**src/rtl/ent_freq_mon_pkg.sv**
```systemverilog
package ent_freq_mon_pkg;
    localparam int ADDR_W = 3;

    typedef enum logic [ADDR_W-1:0] {
        REG_CTRL  = 3'd0,
        REG_DELAY = 3'd1,
        REG_FMIN  = 3'd2,
        REG_FMAX  = 3'd3,
        REG_COUNT = 3'd4
    } reg_addr_e;

    localparam int CTRL_PROG   = 0;
    localparam int CTRL_ACC    = 1;
    localparam int CTRL_ERR    = 2;
    localparam int CTRL_MODE   = 3;
    localparam int MODE_W      = 2;
    localparam int CTRL_VALID  = 8;
endpackage

```
**src/rtl/ent_samp_sync.sv**
```systemverilog
module ent_samp_sync #(
    parameter int SYNC_STAGES = 2
) (
    input  logic clk,
    input  logic rst_n,
    input  logic samp_async,
    output logic rise
);
    typedef struct packed {
        logic [SYNC_STAGES-1:0] sync;
        logic                   prev;
    } sync_state_t;

    sync_state_t st_d, st_q;

    always_comb begin
        st_d      = st_q;
        st_d.sync = {st_q.sync[SYNC_STAGES-2:0], samp_async};
        st_d.prev = st_q.sync[SYNC_STAGES-1];
        rise      = st_q.sync[SYNC_STAGES-1] & ~st_q.prev;
    end

    always_ff @(posedge clk or negedge rst_n) begin
        if (!rst_n) st_q <= '0;
        else        st_q <= st_d;
    end


    rise_isolated_chk: assert property (@(posedge clk) disable iff (!rst_n)
        rise |=> !rise);
endmodule

```
**src/rtl/ent_win_counter.sv**
```systemverilog
module ent_win_counter #(
    parameter int DLY_W = 16,
    parameter int CNT_W = 22
) (
    input  logic             clk,
    input  logic             rst_n,
    input  logic             run,
    input  logic [DLY_W-1:0] dly,
    input  logic             rise,
    output logic             freeze,
    output logic [CNT_W-1:0] sample_cnt
);
    typedef struct packed {
        logic [DLY_W-1:0] win;
        logic [CNT_W-1:0] edges;
    } win_state_t;

    win_state_t st_d, st_q;
    logic [CNT_W-1:0] edge_sum;
    logic             last;

    always_comb begin
        st_d     = st_q;
        edge_sum = st_q.edges + CNT_W'(rise);
        last     = run && (st_q.win == dly - 1'b1);
        if (!run) begin
            st_d.win   = '0;
            st_d.edges = '0;
        end else if (last) begin
            st_d.win   = '0;
            st_d.edges = '0;
        end else begin
            st_d.win   = st_q.win + 1'b1;
            st_d.edges = edge_sum;
        end
        freeze     = last;
        sample_cnt = edge_sum;
    end

    always_ff @(posedge clk or negedge rst_n) begin
        if (!rst_n) st_q <= '0;
        else        st_q <= st_d;
    end


    win_bound_chk: assert property (@(posedge clk) disable iff (!rst_n)
        run |-> (st_q.win < dly));


    edge_le_win_chk: assert property (@(posedge clk) disable iff (!rst_n)
        CNT_W'(st_q.win) >= st_q.edges);
endmodule

```
**src/rtl/ent_cfg_regs.sv**
```systemverilog
module ent_cfg_regs
    import ent_freq_mon_pkg::*;
#(
    parameter int DLY_W   = 16,
    parameter int LIM_W   = 22,
    parameter int DLY_MIN = 16,
    parameter int DLY_MAX = 3200,
    parameter int DLY_RST = 64
) (
    input  logic              clk,
    input  logic              rst_n,
    input  logic              wr_en,
    input  logic [ADDR_W-1:0] addr,
    input  logic [31:0]       wdata,
    input  logic              freeze,
    input  logic [LIM_W-1:0]  sample_cnt,
    output logic [31:0]       rdata,
    output logic              run,
    output logic [DLY_W-1:0]  dly,
    output logic              err,
    output logic              valid
);
    localparam int FMIN_RST = DLY_RST / 4;
    localparam int FMAX_RST = DLY_RST * 16;

    typedef struct packed {
        logic              prog;
        logic              acc;
        logic [MODE_W-1:0] mode;
        logic              err;
        logic              valid;
        logic [DLY_W-1:0]  dly;
        logic [LIM_W-1:0]  fmin;
        logic [LIM_W-1:0]  fmax;
        logic [LIM_W-1:0]  cnt;
    } cfg_state_t;

    cfg_state_t st_d, st_q;
    logic wr_ctrl, wr_dly, wr_fmin, wr_fmax;
    logic dly_in_range, out_of_band, err_set;

    always_comb begin
        st_d         = st_q;
        wr_ctrl      = wr_en && (addr == REG_CTRL);
        wr_dly       = wr_en && (addr == REG_DELAY);
        wr_fmin      = wr_en && (addr == REG_FMIN);
        wr_fmax      = wr_en && (addr == REG_FMAX);
        dly_in_range = (wdata >= 32'(DLY_MIN)) && (wdata <= 32'(DLY_MAX));
        out_of_band  = (sample_cnt < st_q.fmin) || (sample_cnt > st_q.fmax);
        err_set      = freeze && !st_q.prog && out_of_band;

        if (wr_ctrl) begin
            st_d.prog = wdata[CTRL_PROG];
            st_d.acc  = wdata[CTRL_ACC];
            if (st_q.prog) st_d.mode = wdata[CTRL_MODE +: MODE_W];
        end
        if (wr_dly && st_q.prog && dly_in_range) st_d.dly  = wdata[DLY_W-1:0];
        if (wr_fmin && st_q.prog)                st_d.fmin = wdata[LIM_W-1:0];
        if (wr_fmax && st_q.prog)                st_d.fmax = wdata[LIM_W-1:0];

        if (wr_ctrl && wdata[CTRL_ERR]) st_d.err = 1'b0;
        if (err_set)                    st_d.err = 1'b1;

        if (freeze && !st_q.prog) st_d.cnt = sample_cnt;

        if (st_q.prog && st_q.acc)    st_d.valid = 1'b0;
        else if (err_set || st_q.err) st_d.valid = 1'b0;
        else if (freeze)              st_d.valid = 1'b1;

        rdata = '0;
        case (addr)
            REG_CTRL: begin
                rdata[CTRL_PROG]             = st_q.prog;
                rdata[CTRL_ACC]              = st_q.acc;
                rdata[CTRL_ERR]              = st_q.err;
                rdata[CTRL_MODE +: MODE_W]   = st_q.mode;
                rdata[CTRL_VALID]            = st_q.valid;
            end
            REG_DELAY: rdata[DLY_W-1:0] = st_q.dly;
            REG_FMIN:  rdata[LIM_W-1:0] = st_q.fmin;
            REG_FMAX:  rdata[LIM_W-1:0] = st_q.fmax;
            REG_COUNT: rdata[LIM_W-1:0] = st_q.cnt;
            default:   rdata = '0;
        endcase

        run   = !st_q.prog;
        dly   = st_q.dly;
        err   = st_q.err;
        valid = st_q.valid;
    end

    always_ff @(posedge clk or negedge rst_n) begin
        if (!rst_n) begin
            st_q       <= '0;
            st_q.prog  <= 1'b1;
            st_q.dly   <= DLY_W'(DLY_RST);
            st_q.fmin  <= LIM_W'(FMIN_RST);
            st_q.fmax  <= LIM_W'(FMAX_RST);
        end else begin
            st_q <= st_d;
        end
    end


    cfg_hold_chk: assert property (@(posedge clk) disable iff (!rst_n)
        (wr_en && !st_q.prog && (addr != REG_CTRL)) |=>
            ($stable(st_q.dly) && $stable(st_q.fmin) && $stable(st_q.fmax)));


    mode_hold_chk: assert property (@(posedge clk) disable iff (!rst_n)
        (!st_q.prog) |=> $stable(st_q.mode));


    dly_range_chk: assert property (@(posedge clk) disable iff (!rst_n)
        (st_q.dly >= DLY_W'(DLY_MIN)) && (st_q.dly <= DLY_W'(DLY_MAX)));


    err_sticky_chk: assert property (@(posedge clk) disable iff (!rst_n)
        (st_q.err && !(wr_en && (addr == REG_CTRL) && wdata[CTRL_ERR])) |=> st_q.err);


    valid_err_excl_chk: assert property (@(posedge clk) disable iff (!rst_n)
        !(st_q.valid && st_q.err));


    inval_chk: assert property (@(posedge clk) disable iff (!rst_n)
        (st_q.prog && st_q.acc) |=> !st_q.valid);


    prog_quiet_chk: assert property (@(posedge clk) disable iff (!rst_n)
        st_q.prog |-> !freeze);
endmodule

```
**src/rtl/ent_freq_mon.sv**
```systemverilog
module ent_freq_mon
    import ent_freq_mon_pkg::*;
#(
    parameter int DLY_W       = 16,
    parameter int LIM_W       = 22,
    parameter int DLY_MIN     = 16,
    parameter int DLY_MAX     = 3200,
    parameter int DLY_RST     = 64,
    parameter int SYNC_STAGES = 2
) (
    input  logic              clk,
    input  logic              rst_n,
    input  logic              samp_clk,
    input  logic              wr_en,
    input  logic [ADDR_W-1:0] addr,
    input  logic [31:0]       wdata,
    output logic [31:0]       rdata,
    output logic              ent_err,
    output logic              ent_valid
);
    logic             rise;
    logic             run;
    logic             freeze;
    logic [DLY_W-1:0] dly;
    logic [LIM_W-1:0] sample_cnt;

    ent_samp_sync #(.SYNC_STAGES(SYNC_STAGES)) u_sync (
        .clk        (clk),
        .rst_n      (rst_n),
        .samp_async (samp_clk),
        .rise       (rise)
    );

    ent_win_counter #(.DLY_W(DLY_W), .CNT_W(LIM_W)) u_win (
        .clk        (clk),
        .rst_n      (rst_n),
        .run        (run),
        .dly        (dly),
        .rise       (rise),
        .freeze     (freeze),
        .sample_cnt (sample_cnt)
    );

    ent_cfg_regs #(
        .DLY_W   (DLY_W),
        .LIM_W   (LIM_W),
        .DLY_MIN (DLY_MIN),
        .DLY_MAX (DLY_MAX),
        .DLY_RST (DLY_RST)
    ) u_regs (
        .clk        (clk),
        .rst_n      (rst_n),
        .wr_en      (wr_en),
        .addr       (addr),
        .wdata      (wdata),
        .freeze     (freeze),
        .sample_cnt (sample_cnt),
        .rdata      (rdata),
        .run        (run),
        .dly        (dly),
        .err        (ent_err),
        .valid      (ent_valid)
    );
endmodule

```
**config.mk**
```make
export PLATFORM = sky130hd
export DESIGN_NAME = ent_freq_mon
export DESIGN_NICKNAME = d
export VERILOG_FILES = /design/src/rtl/ent_freq_mon_pkg.sv /design/src/rtl/ent_samp_sync.sv /design/src/rtl/ent_win_counter.sv /design/src/rtl/ent_cfg_regs.sv /design/src/rtl/ent_freq_mon.sv
export SDC_FILE = /design/constraint.sdc
export NUM_CORES = 1
export LEC_CHECK = 0
export BUFFER_PORTS_ARGS = -buffer_cell sky130_fd_sc_hd__buf_2
export CORE_ASPECT_RATIO = 1.4
export CORE_MARGIN = 5
export CORE_UTILIZATION = 45
export CTS_CLUSTER_DIAMETER = 100
export DETAILED_ROUTE_END_ITERATION = 16
export GPL_ROUTABILITY_DRIVEN = 1
export PLACE_DENSITY_LB_ADDON = 0.15
export SLEW_MARGIN = 10
export SYNTH_ARGS = -nofsm -noshare
export SYNTH_HDL_FRONTEND = slang
export SYNTH_SLANG_ARGS = --single-unit
```
**constraint.sdc**
```tcl
create_clock -name clk -period 3.45 [get_ports clk]
set_input_delay 0.5175 -clock clk [delete_from_list [all_inputs] [get_ports clk]]
set_output_delay 0.5175 -clock clk [all_outputs]
set_load 0.02 [all_outputs]
```
# == Word-level counts from Yosys, hierarchy flattened ==
# Index checks and enable logic that the tools add are counted.
# totals
in_bits,39
output_inout_bits,34
reg_bits,129
wordCells,60
# op_classes
n_lt_le_gt_ge,4
n_eq_ne,5
n_reduce_logical,21
bitwise_logic,2
mux,12
n_addsub,3
# ops
operator,count
38-bit 2-to-1 mux,2
32-bit by 5-bit >= comparator with 1-bit output (second input constant),1
32-bit by 12-bit less-or-equal comparator with 1-bit output (second input constant),1
7-bit one-hot mux with 4 select lines,1
5-bit one-hot mux with 5 select lines,1
22-bit by 1-bit adder with 22-bit output,1
22-bit greater-than comparator,1
22-bit < comparator,1
6-bit one-hot mux with 3 select lines,1
16-bit by 1-bit adder with 16-bit output (second input constant),1
16-bit equality test,1
16-bit by 1-bit subtractor with 16-bit output (second input constant),1
1-bit logical AND,14
3-bit one-hot mux with 4 select lines,1
3-bit by 2-bit equality test with 1-bit output (second input constant),2
1-bit 2-to-1 mux,5
1-bit one-hot mux with 5 select lines,1
3-bit by 1-bit equality test with 1-bit output (second input constant),1
3-bit equality test (second input constant),1
3-bit zero test,1
3-bit nonzero test,1
1-bit logical OR,2
2-bit AND reduction,1
2-bit nonzero test,1
3 further kinds,3

# == Depth between registers and ports, before layout ==
# Gate-level depths: netlist of run 1.
# depth
word_depth,9
ltp_mapped,15

# == Modules after synthesis ==
# A second synthesis of run 1 with hierarchy kept.
# unflattened
cells_unflattened,860
area_unflattened_um2,7961.4
# modules_own_cells
mod,cells_each,area_each_um2,n_inst,seq_area_each_um2
ent_cfg_regs,549,5323.9,1,2207.1
ent_win_counter,307,2548.7,1,950.9
ent_samp_sync,4,88.8,1,75.1

# == Worst setup path before layout of run 1 ==
# No wires, ideal clock.
# synth_timing
kind,flip-flop to flip-flop
start,register u_sync.st_q[0] (netlist bit)
end,"register u_regs.st_q, in the netlist u_regs.err"
path_buffers,0
arrival_ns,2.947
t_required_ns,3.324
stages_incl_launch_ff,16
slack_ns,0.376
cell_sequence,dfrtp_1 nor2b_1 ha_1 ha_1 and3_1 and4_1 and2_1 nand3_1 xnor2_1 ha_1 nand4_1 nor4_1 o211ai_1 o211ai_1 o21a_1 o21ai_0
# synth_between
elab_chain_len,7
elab_cells_between_ends,9
# synth_lines
item,line,source
from (decl),ent_samp_sync.sv:14,"sync_state_t st_d, st_q;"
from (signal assigned),ent_samp_sync.sv:25,else st_q <= st_d;
1-bit inverter (*),ent_samp_sync.sv:20,rise = st_q.sync[SYNC_STAGES-1] & ~st_q.prev;
1-bit AND (*),ent_samp_sync.sv:20,
22-bit by 1-bit adder with 22-bit output (*),ent_win_counter.sv:24,edge_sum = st_q.edges + CNT_W'(rise);
net sample_cnt[20],ent_freq_mon.sv:25,logic [LIM_W-1:0] sample_cnt;
22-bit < comparator / 22-bit greater-than comparator (equally long branches),ent_cfg_regs.sv:49,out_of_band = (sample_cnt < st_q.fmin) || (sample_cnt > st_q.fmax);
1-bit logical OR (*),ent_cfg_regs.sv:49,
1-bit logical AND (*),ent_cfg_regs.sv:50,err_set = freeze && !st_q.prog && out_of_band;
1-bit 2-to-1 mux / 2-bit nonzero test (equally long branches),n/a,
to (signal assigned),ent_cfg_regs.sv:100,st_q <= st_d;
to (decl),ent_cfg_regs.sv:38,"cfg_state_t st_d, st_q;"
# The timed path passes the listed nets; every way through them passes the cells marked *.
# A chain may end at the register's enable or synchronous reset.

# == Worst setup path after layout of run 1 ==
# Same ends and word-level chain as after synthesis.

==> qor.yml, run 1 <==
clock_tree:
  root_buffer: "clkbuf_16"
  h-tree-depth: 4
  clkTransAtPathRegs_ns: 0.06
  cts_tree: "yes"
  clockBufferDepth: 2
  clk_latency_ns: 0.42
  cts_sinks: 129
  numCtsBuffers: 17
worst_setup_path:
  worstPathRequired_ns: 3.75
  crit_arrival_ns: 3.56
  start_kind: "flip-flop"
  critPathKind: "flip-flop to flip-flop"
  cp-end-kind: "flip-flop"
  timing.rr.start: "u_sync.st_q[0]"
  path_max_fanout: 4
  r2r_end: "u_regs.err"
  reg2regPathDepth: 15
  ff2ff_setup_slack_ns: 0.18
floorplan:
  die_y_um: 163
  start_util: 0.453
  ioPinCount: 73
  dieArea_um2: 19500
  fp-row-count: 56
  coreArea_um2: 16700
  die_x_um: 120
job:
  maxCapViolations: 0
final_layout:
  utilization: 0.535
  nNetsFinal: 946
  drive_above_1_share: 0.206
  antennaDiodeCount: 0
  syn2layout_area_growth_pct: 18.0
sta:
  slew_headroom: 0.452
  slew_viol_final: 0
  fin_crit_sh: 0.947
  skew_ns: 0.00765
  final.setup.tns_ns: 0
  min_period_ns: 3.27
  tightest_slew_ns: 0.821
  hold_ws_ns: 0.166
  clock.fmax_ghz: 0.306
  setup_viol: 0
  hold_viol: 0
yosys:
  yosysTopAreaCell: "dfrtp_1"
  synthAdderAreaFrac: 0.0778
  synth_top_area_frac: 0.414
  synthMuxAreaShare: 0.0796
  yosysMostFrequentCell: "dfrtp_1"
  synth-main-ff-cell: "dfrtp_1"
  synth_top_family_by_area: "simple AND/OR/NAND/NOR gates"
  synth.distinct_cells: 55
  avgSynthCellArea_um2: 9.63
  synth.top_cells.by_count: "dfrtp_1, nand2_1, o21ai_0"
  ys.warnings.count: 0
  postSynthCellCount: 785
  synthTopCellsByArea: "dfrtp_1, ha_1, o21ai_0"
  synth_compound_gate_area_share: 0.120
  synth_xor_area_frac: 0.0614
  syn_area_um2: 7560
  yosys_register_bits: 129
  async_flop_share: 1.00
  synth-simple-area-share: 0.173
  seq_area_frac_synth: 0.428
  synth_edf_count: 0
pwr:
  vdd_drop_max_uv: 349
  power_leakage_uw: 0.00437
  powerDensity_nw_per_um2: 525
global_route:
  antenna_found_initial: 0
  grt_overflow: 0
  grt_max_degree: 88
  grt_pass1_wl_mm: 33.8
  grt_usage: 0.226
  grt_pass1_vias: 6248
drt:
  wirelength_mm: 21.4
  drc_errors: 0
  wl_per_cell_um: 19.9
  vias: 6053
  ant_nets: 0
  firstDrtPassIters: 5
  first_iter_violations: 433
  drt-vias-per-instance: 5.63
placement:
  dp_hpwl_mm: 16.4
  portBuffers: 62
  gp_congestion: 0.882
run_status:
  status: "completed"
min_path:
  hold_path_class: "input pin to async pin"
[cell families (layout without fill, tap and decap cells)]
logic type,after synthesis,in the layout
simple gates,251,251
xor+xnor,53,53
compound gates,149,149
fa+ha+maj,47,47
other cells,1,10
buf+inv,99,178
flops,129,129
mux,56,56
[critical path, cell delays in order, from the launching register on]
cell,delay (ns)
dfrtp_1,0.36
nor2b_1,0.12
ha_2,0.23
ha_4,0.15
and3_4,0.17
and4_4,0.23
and2_4,0.16
nand3_2,0.09
xnor2_2,0.18
ha_1,0.34
nand4_1,0.20
nor4_4,0.31
o211ai_1,0.14
o211ai_1,0.23
o21a_1,0.16
o21ai_1,0.06
[cells in the final DEF (no fill, tap or decap), types with 4 or more instances in the layout]
master / synthesis / final
mux2_2: 27 / 27
o211ai_1: 6 / 6
xor2_1: 24 / 24
nor4_2: 2 / 4
xnor2_2: 0 / 5
nand2_1: 77 / 77
buf_4: 10 / 25
nand3_1: 17 / 16
a21oi_1: 27 / 27
bufinv_16: 0 / 4
nor2_1: 39 / 38
or3_1: 5 / 5
xnor2_1: 29 / 24
nor4_1: 12 / 9
dfrtp_1: 125 / 125
nor2b_1: 25 / 24
conb_1: 1 / 10
ha_1: 47 / 45
nor3_1: 12 / 11
clkbuf_16: 0 / 17
o21ai_0: 61 / 60
mux2_1: 6 / 6
inv_1: 57 / 57
nand4_1: 13 / 13
mux2i_1: 23 / 23
o22ai_1: 16 / 16
and3_1: 14 / 12
clkbuf_8: 0 / 4
and4_1: 8 / 6
buf_2: 1 / 61
nand2b_1: 6 / 6
a22oi_1: 18 / 18
dfstp_2: 4 / 4
[worst max-delay path by stage]
stage,startpoint,endpoint,slack (ns)
3_3_place_gp,u_sync.st_q[0],u_regs.err,-0.05
3_5_place_dp,u_sync.st_d[0],u_regs.err,-0.25
6_report,u_sync.st_q[0],u_regs.err,0.18
2_1_floorplan,u_sync.st_q[0],u_regs.err,0.38
5_1_grt,u_sync.st_q[0],u_regs.valid,-0.01
4_1_cts,u_sync.st_d[0],u_regs.err,0.03
[sequential cells by signal (all words and copies together), names as in the netlist]
| name | cells |
|---|---|
| u_sync.st_q | 1 |
| u_regs.err | 1 |
| u_regs.dly | 16 |
| u_regs.st_q | 70 |
| u_win.st_q | 38 |
| u_regs.valid | 1 |
| u_sync.st_d | 2 |
[report_power, final]
part | total, uW | leakage (uW) | switching (uW) | internal (uW)
registers | 1850 | 0.00166 | 137 | 1710
logic | 884 | 0.00240 | 567 | 317
clock network | 1950 | 0.000305 | 664 | 1280
total | 4680 | 0.00437 | 1370 | 3310
[area by class of cell]
cell class / instances / area [um2]
fill: 1548 / 7760
multi-input combinational: 566 / 4030
sequential: 129 / 3230
timing repair buffer: 89 / 544
clock buffer: 23 / 488
tap: 203 / 254
inverter: 57 / 214
clock inverter: 9 / 153
[metrics by stage]
step / area (um2) / instances / power (uW) / setup slack [ns]
after floorplan: 7590 / 794 / 2410 / 0.376
after global placement: 8130 / 1038 / 2710 / -0.0498
after detailed placement: 8130 / 1038 / 2740 / -0.246
after CTS: 8800 / 1070 / 4710 / 0.0329
after global routing: 8920 / 1076 / 4920 / -0.0110
final: 8920 / 1076 / 4680 / 0.184
[metal layers]
metal | GRT usage | routed length, um | share of wire | vias up
li1 | - | - | - | 2887
met5 | 0 | 0 | 0 | -
met2 | 0.399 | 11100 | 0.52 | 133
met1 | 0.266 | 8610 | 0.40 | 2986
met4 | 0.107 | 853 | 0.040 | 0
met3 | 0.0423 | 810 | 0.038 | 47
[repair_timing]
action / 4_1_cts / 5_1_grt
pin swaps: 2 / 9
setup endpoints to repair: 2 / 2
resized for setup: 6 / 16
hold buffers: 0 / 0
buffers inserted: 0 / 6
No activity file was read; power rests on OpenSTA's default activity.
==> run 2: changes to the inputs <==
Settings changed: SYNTH_HIERARCHICAL from default to 1.
==> run 2 against run 1 <==
Critical endpoint is now u_regs/valid. Clock power is 7% lower. Wire length rose by 6.4%. Sequential power hardly changed. Non-clock buffer count increased by 12. Fmax up 2.9%. Via count up 4.8%. Register-to-register slack improved by 0.09 ns. Flip-flop and latch count did not move.
==> qor.yml, run 2 <==
run_status:
  status: "completed"
yosys:
  synth.distinct_cells: 68  # +24%
  ys.warnings.count: 6  # +6
  synth_top_area_frac: 0.393  # -0.0208
  synth_edf_count: 0  # unchanged
  postSynthCellCount: 860  # +9.6%
  yosysTopAreaCell: "dfrtp_1"
  seq_area_frac_synth: 0.406  # -0.0215
  synthTopCellsByArea: "dfrtp_1, ha_1, nand2_1"
  yosysMostFrequentCell: "nand2_1"
  synth-main-ff-cell: "dfrtp_1"
  synth.top_cells.by_count: "nand2_1, dfrtp_1, o21ai_0"
  async_flop_share: 1.00  # unchanged
  avgSynthCellArea_um2: 9.26  # -3.9%
  syn_area_um2: 7960  # +5.3%
  yosys_register_bits: 129  # unchanged
floorplan:
  die_x_um: 122  # +2.4%
  start_util: 0.458  # +0.00410
  die_y_um: 167  # +2.5%
  coreArea_um2: 17400  # +4.4%
  fp-row-count: 57  # +1.8%
  ioPinCount: 73  # unchanged
  dieArea_um2: 20500  # +4.9%
placement:
  portBuffers: 62  # unchanged
  dp_hpwl_mm: 17.3  # +5.6%
  gp_congestion: 0.852  # -3.4%
drt:
  wl_per_cell_um: 19.4  # -2.5%
  vias: 6344  # +4.8%
  ant_nets: 0  # unchanged
  firstDrtPassIters: 5  # unchanged
  drc_errors: 0  # unchanged
  drt-vias-per-instance: 5.40  # -3.9%
  wirelength_mm: 22.8  # +6.4%
  first_iter_violations: 478  # +10%
clock_tree:
  clk_latency_ns: 0.42  # about the same
  numCtsBuffers: 17  # unchanged
  clockBufferDepth: 2  # unchanged
  root_buffer: "clkbuf_16"
  cts_tree: "yes"
  post-cts-setup-buffer-count: 0  # unchanged
  post_cts_resized: 0  # -6
  clkTransAtPathRegs_ns: 0.05  # about the same
  cts_sinks: 129  # unchanged
  h-tree-depth: 4  # unchanged
  holdBufCountCts: 0  # unchanged
pwr:
  power_leakage_uw: 0.00456  # +4.4%
  vdd_drop_max_uv: 287  # -18%
  powerDensity_nw_per_um2: 507  # -3.5%
final_layout:
  utilization: 0.526  # -0.00843
  final_cell_mix: "nand2_1, dfrtp_1, o21ai_0"
  largest_reg_flops: 70  # unchanged
  antennaDiodeCount: 0  # unchanged
  drive_above_1_share: 0.205  # -0.00149
  regMostFlops: "u_regs/st_q"
  top_regs: "u_regs/st_q x70, u_win/st_q x38, u_regs/dly x16"
  nFillCells: 1692  # +9.3%
  nNetsFinal: 1011  # +6.9%
  syn2layout_area_growth_pct: 15.1
  layout_commonest_cell: "nand2_1"
global_route:
  grt_pass1_vias: 6441  # +3.1%
  antenna_found_initial: 0  # unchanged
  grt_usage: 0.228  # +0.00132
  met1_usage: 0.275  # +0.00980
  grt_max_degree: 86  # -2.3%
  busiest_layer: "met2"
  grt_overflow: 0  # unchanged
  grt_pass1_wl_mm: 35.8  # +5.9%
  grt_util_met3: 0.0287  # -0.0136
  grtUsageMet2: 0.406  # +0.00724
sta:
  min_period_ns: 3.17  # -0.0932 ns
  rsz0062_at_grt: "no"
  final.setup.tns_ns: 0  # unchanged
  clock.fmax_ghz: 0.315  # +2.9%
  setup_viol: 0  # unchanged
  tightest_slew_ns: 0.844  # +0.0224 ns
  skew_ns: 0.0107  # +0.00305 ns
  slew_viol_final: 0  # unchanged
  hold_viol: 0  # unchanged
  slew_headroom: 0.432  # -0.0201
  fin_crit_sh: 0.920  # -0.0270
worst_setup_path:
  cpMostUsedCell: "ha_1"
  slowest_delay_ns: 0.40  # +0.04 ns
  crit_arrival_ns: 3.52  # -0.04 ns
  critPathSlowestCell: "dfrtp_1"
  start_kind: "flip-flop"
  critPathBufInv: 0  # unchanged
  critPathKind: "flip-flop to flip-flop"
  cpLargestDelayFamily: "adder cells"
  cp-end-kind: "flip-flop"
  worstPathRequired_ns: 3.80  # +0.05 ns
  path_max_fanout: 6  # +2
  crit_path_cell_trace: "nor2b_4 > ha_1 > ha_1 > nand3_1 > nor3_1 > xor2_1 > ha_1 > nand2_1 > o21ai_0 > a221oi_1 > o211ai_1 > nand3_1 > o2111a_1"
min_path:
  hold_path_class: "input pin to async pin"
job:
  maxCapViolations: 0  # unchanged
[run 2: layer usage]
layer / wire, um / vias to the layer above
met5: 0 / -
met4: 578 / 0
met3: 705 / 35
met2: 12100 / 135
met1: 9420 / 3087
li1: - / 3087
[run 2: worst paths after layout]
check                                from         endpoint  slack [ns]  depth (start not counted)
setup / recovery           u_sync/st_q[0]     u_regs/valid        0.28                         13
max in group asynchronous           rst_n  u_regs/st_q[45]        2.57                          2
hold / removal                      rst_n   u_win/st_q[22]        0.16                          1
min in group clk                 samp_clk   u_sync/st_d[2]        0.21                          1
hold reg to reg            u_sync/st_d[2]   u_sync/st_d[0]        0.35                          0
setup reg to reg           u_sync/st_q[0]     u_regs/valid        0.28                         13
[run 2: worst reg2reg max path, delay by kind of cell, from the launching register on]
kind	cells	cell delay, ns
AOI/OAI and AO/OA	4	0.73
xor gates and xnor gates	1	0.40
adders and majority gates	3	0.80
DFF	1	0.40
and+or+nand+nor	5	0.80
[run 2: final cells by class]
class | instances | area, um2 | share of cell area
Tap cell | 236 | 295 | 0.0322
Clock buffer | 23 | 488 | 0.0533
Timing Repair Buffer | 101 | 647 | 0.0706
Inverter | 48 | 180 | 0.0197
Multi-Input combinational cell | 628 | 4210 | 0.460
Sequential cell | 129 | 3230 | 0.353
Clock inverter | 9 | 106 | 0.0116
[run 2: cell families (layout without fill, tap and decap cells)]
family                     count (synthesis)  after routing  synth area share
DFF                                      129            129             0.406
xor gates and xnor gates                  52             52            0.0572
buffers and inverters                    112            181            0.0706
muxes                                     62             62            0.0893
and+or+nand+nor                          314            314             0.193
adders and majority gates                 47             47            0.0739
other                                      1             10          0.000471
AOI/OAI and AO/OA                        143            143             0.110
[run 2: per-stage QoR]
stage | power, uW | std cells | cell area, um2 | hold slack (ns) | setup WS, ns
floorplan | 2480 | 869 | 8000 | 0.222 | 0.296
global placement | 2820 | 1142 | 8570 | 0.355 | 0.325
detailed placement | 2840 | 1142 | 8570 | 0.339 | 0.281
CTS | 4680 | 1174 | 9160 | 0.189 | 0.261
global route | 4890 | 1174 | 9160 | 0.189 | 0.0666
finish | 4640 | 1174 | 9160 | 0.157 | 0.277
[run 2: power by group]
group / internal, uW / switching [uW]
logic: 338 / 600
clock network: 1140 / 684
registers: 1740 / 141
total: 3220 / 1420
==> run 3: changes to the inputs <==
Settings changed: CORE_UTILIZATION 45 to 30.
==> run 3 against run 2 <==
Flip-flop and latch count stayed put. Sequential share of layout area is 0.91 points lower. Combinational power hardly changed.
==> qor.yml, run 3 (synthesis gave the netlist of run 2 again) <==
run_status:
  status: "completed"
global_route:
  grt_max_degree: 77  # -10%
  antenna_found_initial: 0  # unchanged
  grt_pass1_wl_mm: 39.4  # +10%
  grt_pass1_vias: 6490  # +0.76%
  grt_overflow: 0  # unchanged
  grt_usage: 0.174  # -0.0542
worst_setup_path:
  worstPathRequired_ns: 3.81  # about the same
  r2r_end: "u_regs/valid"
  critPathSlowestCell: "dfrtp_1"
  critPathKind: "flip-flop to flip-flop"
  crit_path_cell_trace: "nor2b_4 > ha_1 > ha_1 > nand3_1 > buf_4 > nor3_1 > xor2_1 > ha_1 > and4_1 > and4_1 > o31ai_1 > o211ai_1 > nand3_1 > o2111a_1"
  reg2regPathDepth: 14  # +1
  cp-end-kind: "flip-flop"
  crit_arrival_ns: 3.59  # +0.07 ns
  timing.rr.start: "u_sync/st_q[0]"
  ff2ff_setup_slack_ns: 0.22  # -0.05 ns
  start_kind: "flip-flop"
  path_max_fanout: 5  # -1
  slowest_delay_ns: 0.39  # about the same
  cpMostUsedCell: "ha_1"
final_layout:
  syn2layout_area_growth_pct: 18.1
  final_area_um2: 9400  # +2.6%
  final_cells: 1265  # +7.8%
  top_regs: "u_regs/st_q x70, u_win/st_q x38, u_regs/dly x16"
  nFillCells: 2676  # +58%
  final_cell_mix: "nand2_1, dfrtp_1, o21ai_0"
  regMostFlops: "u_regs/st_q"
  antennaDiodeCount: 0  # unchanged
  largest_reg_flops: 70  # unchanged
  drive_above_1_share: 0.208  # +0.00360
  layout_commonest_cell: "nand2_1"
  nNetsFinal: 1015  # +0.40%
clock_tree:
  cts_sinks: 129  # unchanged
  clkTransAtPathRegs_ns: 0.06  # about the same
  clk_latency_ns: 0.43  # about the same
  root_buffer: "clkbuf_16"
  cts_tree: "yes"
  numCtsBuffers: 17  # unchanged
  h-tree-depth: 4  # unchanged
  clockBufferDepth: 2  # unchanged
floorplan:
  start_util: 0.304  # -0.153
  die_x_um: 148  # +21%
  die_y_um: 203  # +21%
  fp-row-count: 70  # +23%
  dieArea_um2: 29900  # +46%
  ioPinCount: 73  # unchanged
  coreArea_um2: 26200  # +50%
drt:
  firstDrtPassIters: 5  # unchanged
  vias: 6376  # +0.50%
  ant_nets: 0  # unchanged
  drt-vias-per-instance: 5.04  # -6.7%
  wirelength_mm: 25.5  # +12%
  first_iter_violations: 277  # -42%
  drc_errors: 0  # unchanged
  wl_per_cell_um: 20.1  # +3.8%
sta:
  min_period_ns: 3.23  # +0.0527 ns
  clock.fmax_ghz: 0.310  # -1.6%
  skew_ns: 0.0103  # -0.000404 ns
  slew_viol_final: 0  # unchanged
  rsz0062_at_grt: "yes"
  setup_viol: 0  # unchanged
  tightest_slew_ns: 0.796  # -0.0481 ns
  hold_viol: 0  # unchanged
  slew_headroom: 0.469  # +0.0373
  fin_crit_sh: 0.935  # +0.0153
placement:
  place_inst: 1233  # +8.0%
  dp_hpwl_mm: 19.6  # +13%
  place_area_um2: 8670  # +1.3%
  gp_congestion: 0.843  # -0.97%
  portBuffers: 62  # unchanged
pwr:
  vdd_drop_max_uv: 310  # +8.0%
  power_leakage_uw: 0.00464  # +1.6%
  powerDensity_nw_per_um2: 537  # +6.0%
job:
  maxCapViolations: 0  # unchanged
min_path:
  hold_path_class: "input pin to async pin"
-- run 3: cell types whose count changed in the layout (fill, tap and decap cells not counted) --
cell        before  now
buf_4           36   42
clkinv_4         0    1
clkbuf_8         4    2
clkinv_2         3    1
clkinvlp_4       3    0
buf_12           3    1
inv_6            1    0
nor4_2           1    2
nor4_1          13   12
bufinv_16        2    8
-- run 3: critical path: cells and delay by family, from the launching register on --
kind | cells | cell delay, ns
buf+inv | 1 | 0.23
flops | 1 | 0.39
xor+xnor | 1 | 0.36
compound gates | 3 | 0.37
simple gates | 6 | 1.10
fa+ha+maj | 3 | 0.72
-- run 3: layout make-up --
type,instances,area [um2],share of cell area
repair buffers,105,652,0.0693
clock inverters,10,254,0.0270
inverters,48,180,0.0192
clock buffers,21,460,0.0490
flip-flops and latches,129,3230,0.344
well taps,324,405,0.0431
multi-input cells,628,4220,0.449
-- run 3: timing repair --
item                                    CTS  global route
resized for setup                         0             1
setup buffers                             0             1
endpoints found under the setup margin    0            21
hold buffers                              0             0
-- run 3: metal layers --
layer / vias to the layer above / wire [um] / GRT usage
li1: 3094 / - / -
met1: 3127 / 10400 / 0.203
met2: 128 / 13900 / 0.327
met3: 27 / 719 / 0.0263
met4: 0 / 434 / 0.0470
met5: - / 0 / 0
-- run 3: power breakdown --
| group | total [uW] | leakage (uW) | switching [uW] | internal, uW |
|---|---|---|---|---|
| registers | 1880 | 0.00168 | 138 | 1740 |
| logic | 940 | 0.00261 | 600 | 340 |
| clock network | 2230 | 0.000347 | 696 | 1540 |
-- run 3: how the worst max path moves through the flow --
| stage | endpoint | cells past startpoint | slack [ns] | startpoint |
|---|---|---|---|---|
| after floorplan | u_regs/st_q[10] | 12 | 0.30 | u_regs/dly[0] |
| after global placement | u_regs/valid | 12 | 0.19 | u_sync/st_q[0] |
| after detailed placement | u_regs/valid | 12 | 0.18 | u_sync/st_q[0] |
| after CTS | u_regs/valid | 14 | 0.13 | u_sync/st_q[0] |
| after global routing | u_regs/valid | 14 | -0.02 | u_sync/st_q[0] |
| final | u_regs/valid | 14 | 0.22 | u_sync/st_q[0] |
-- run 3: per-stage QoR --
stage	setup WS (ns)	hold WS (ns)	utilization	total power [uW]	TNS, ns
after global routing	-0.0160	0.184	0.359	5330	-0.0160
after global placement	0.192	0.349	0.331	2850	0
after floorplan	0.296	0.222	-	2480	0
after detailed placement	0.177	0.336	0.331	2860	0
after CTS	0.130	0.185	0.359	5120	0
final	0.224	0.125	0.359	5050	0
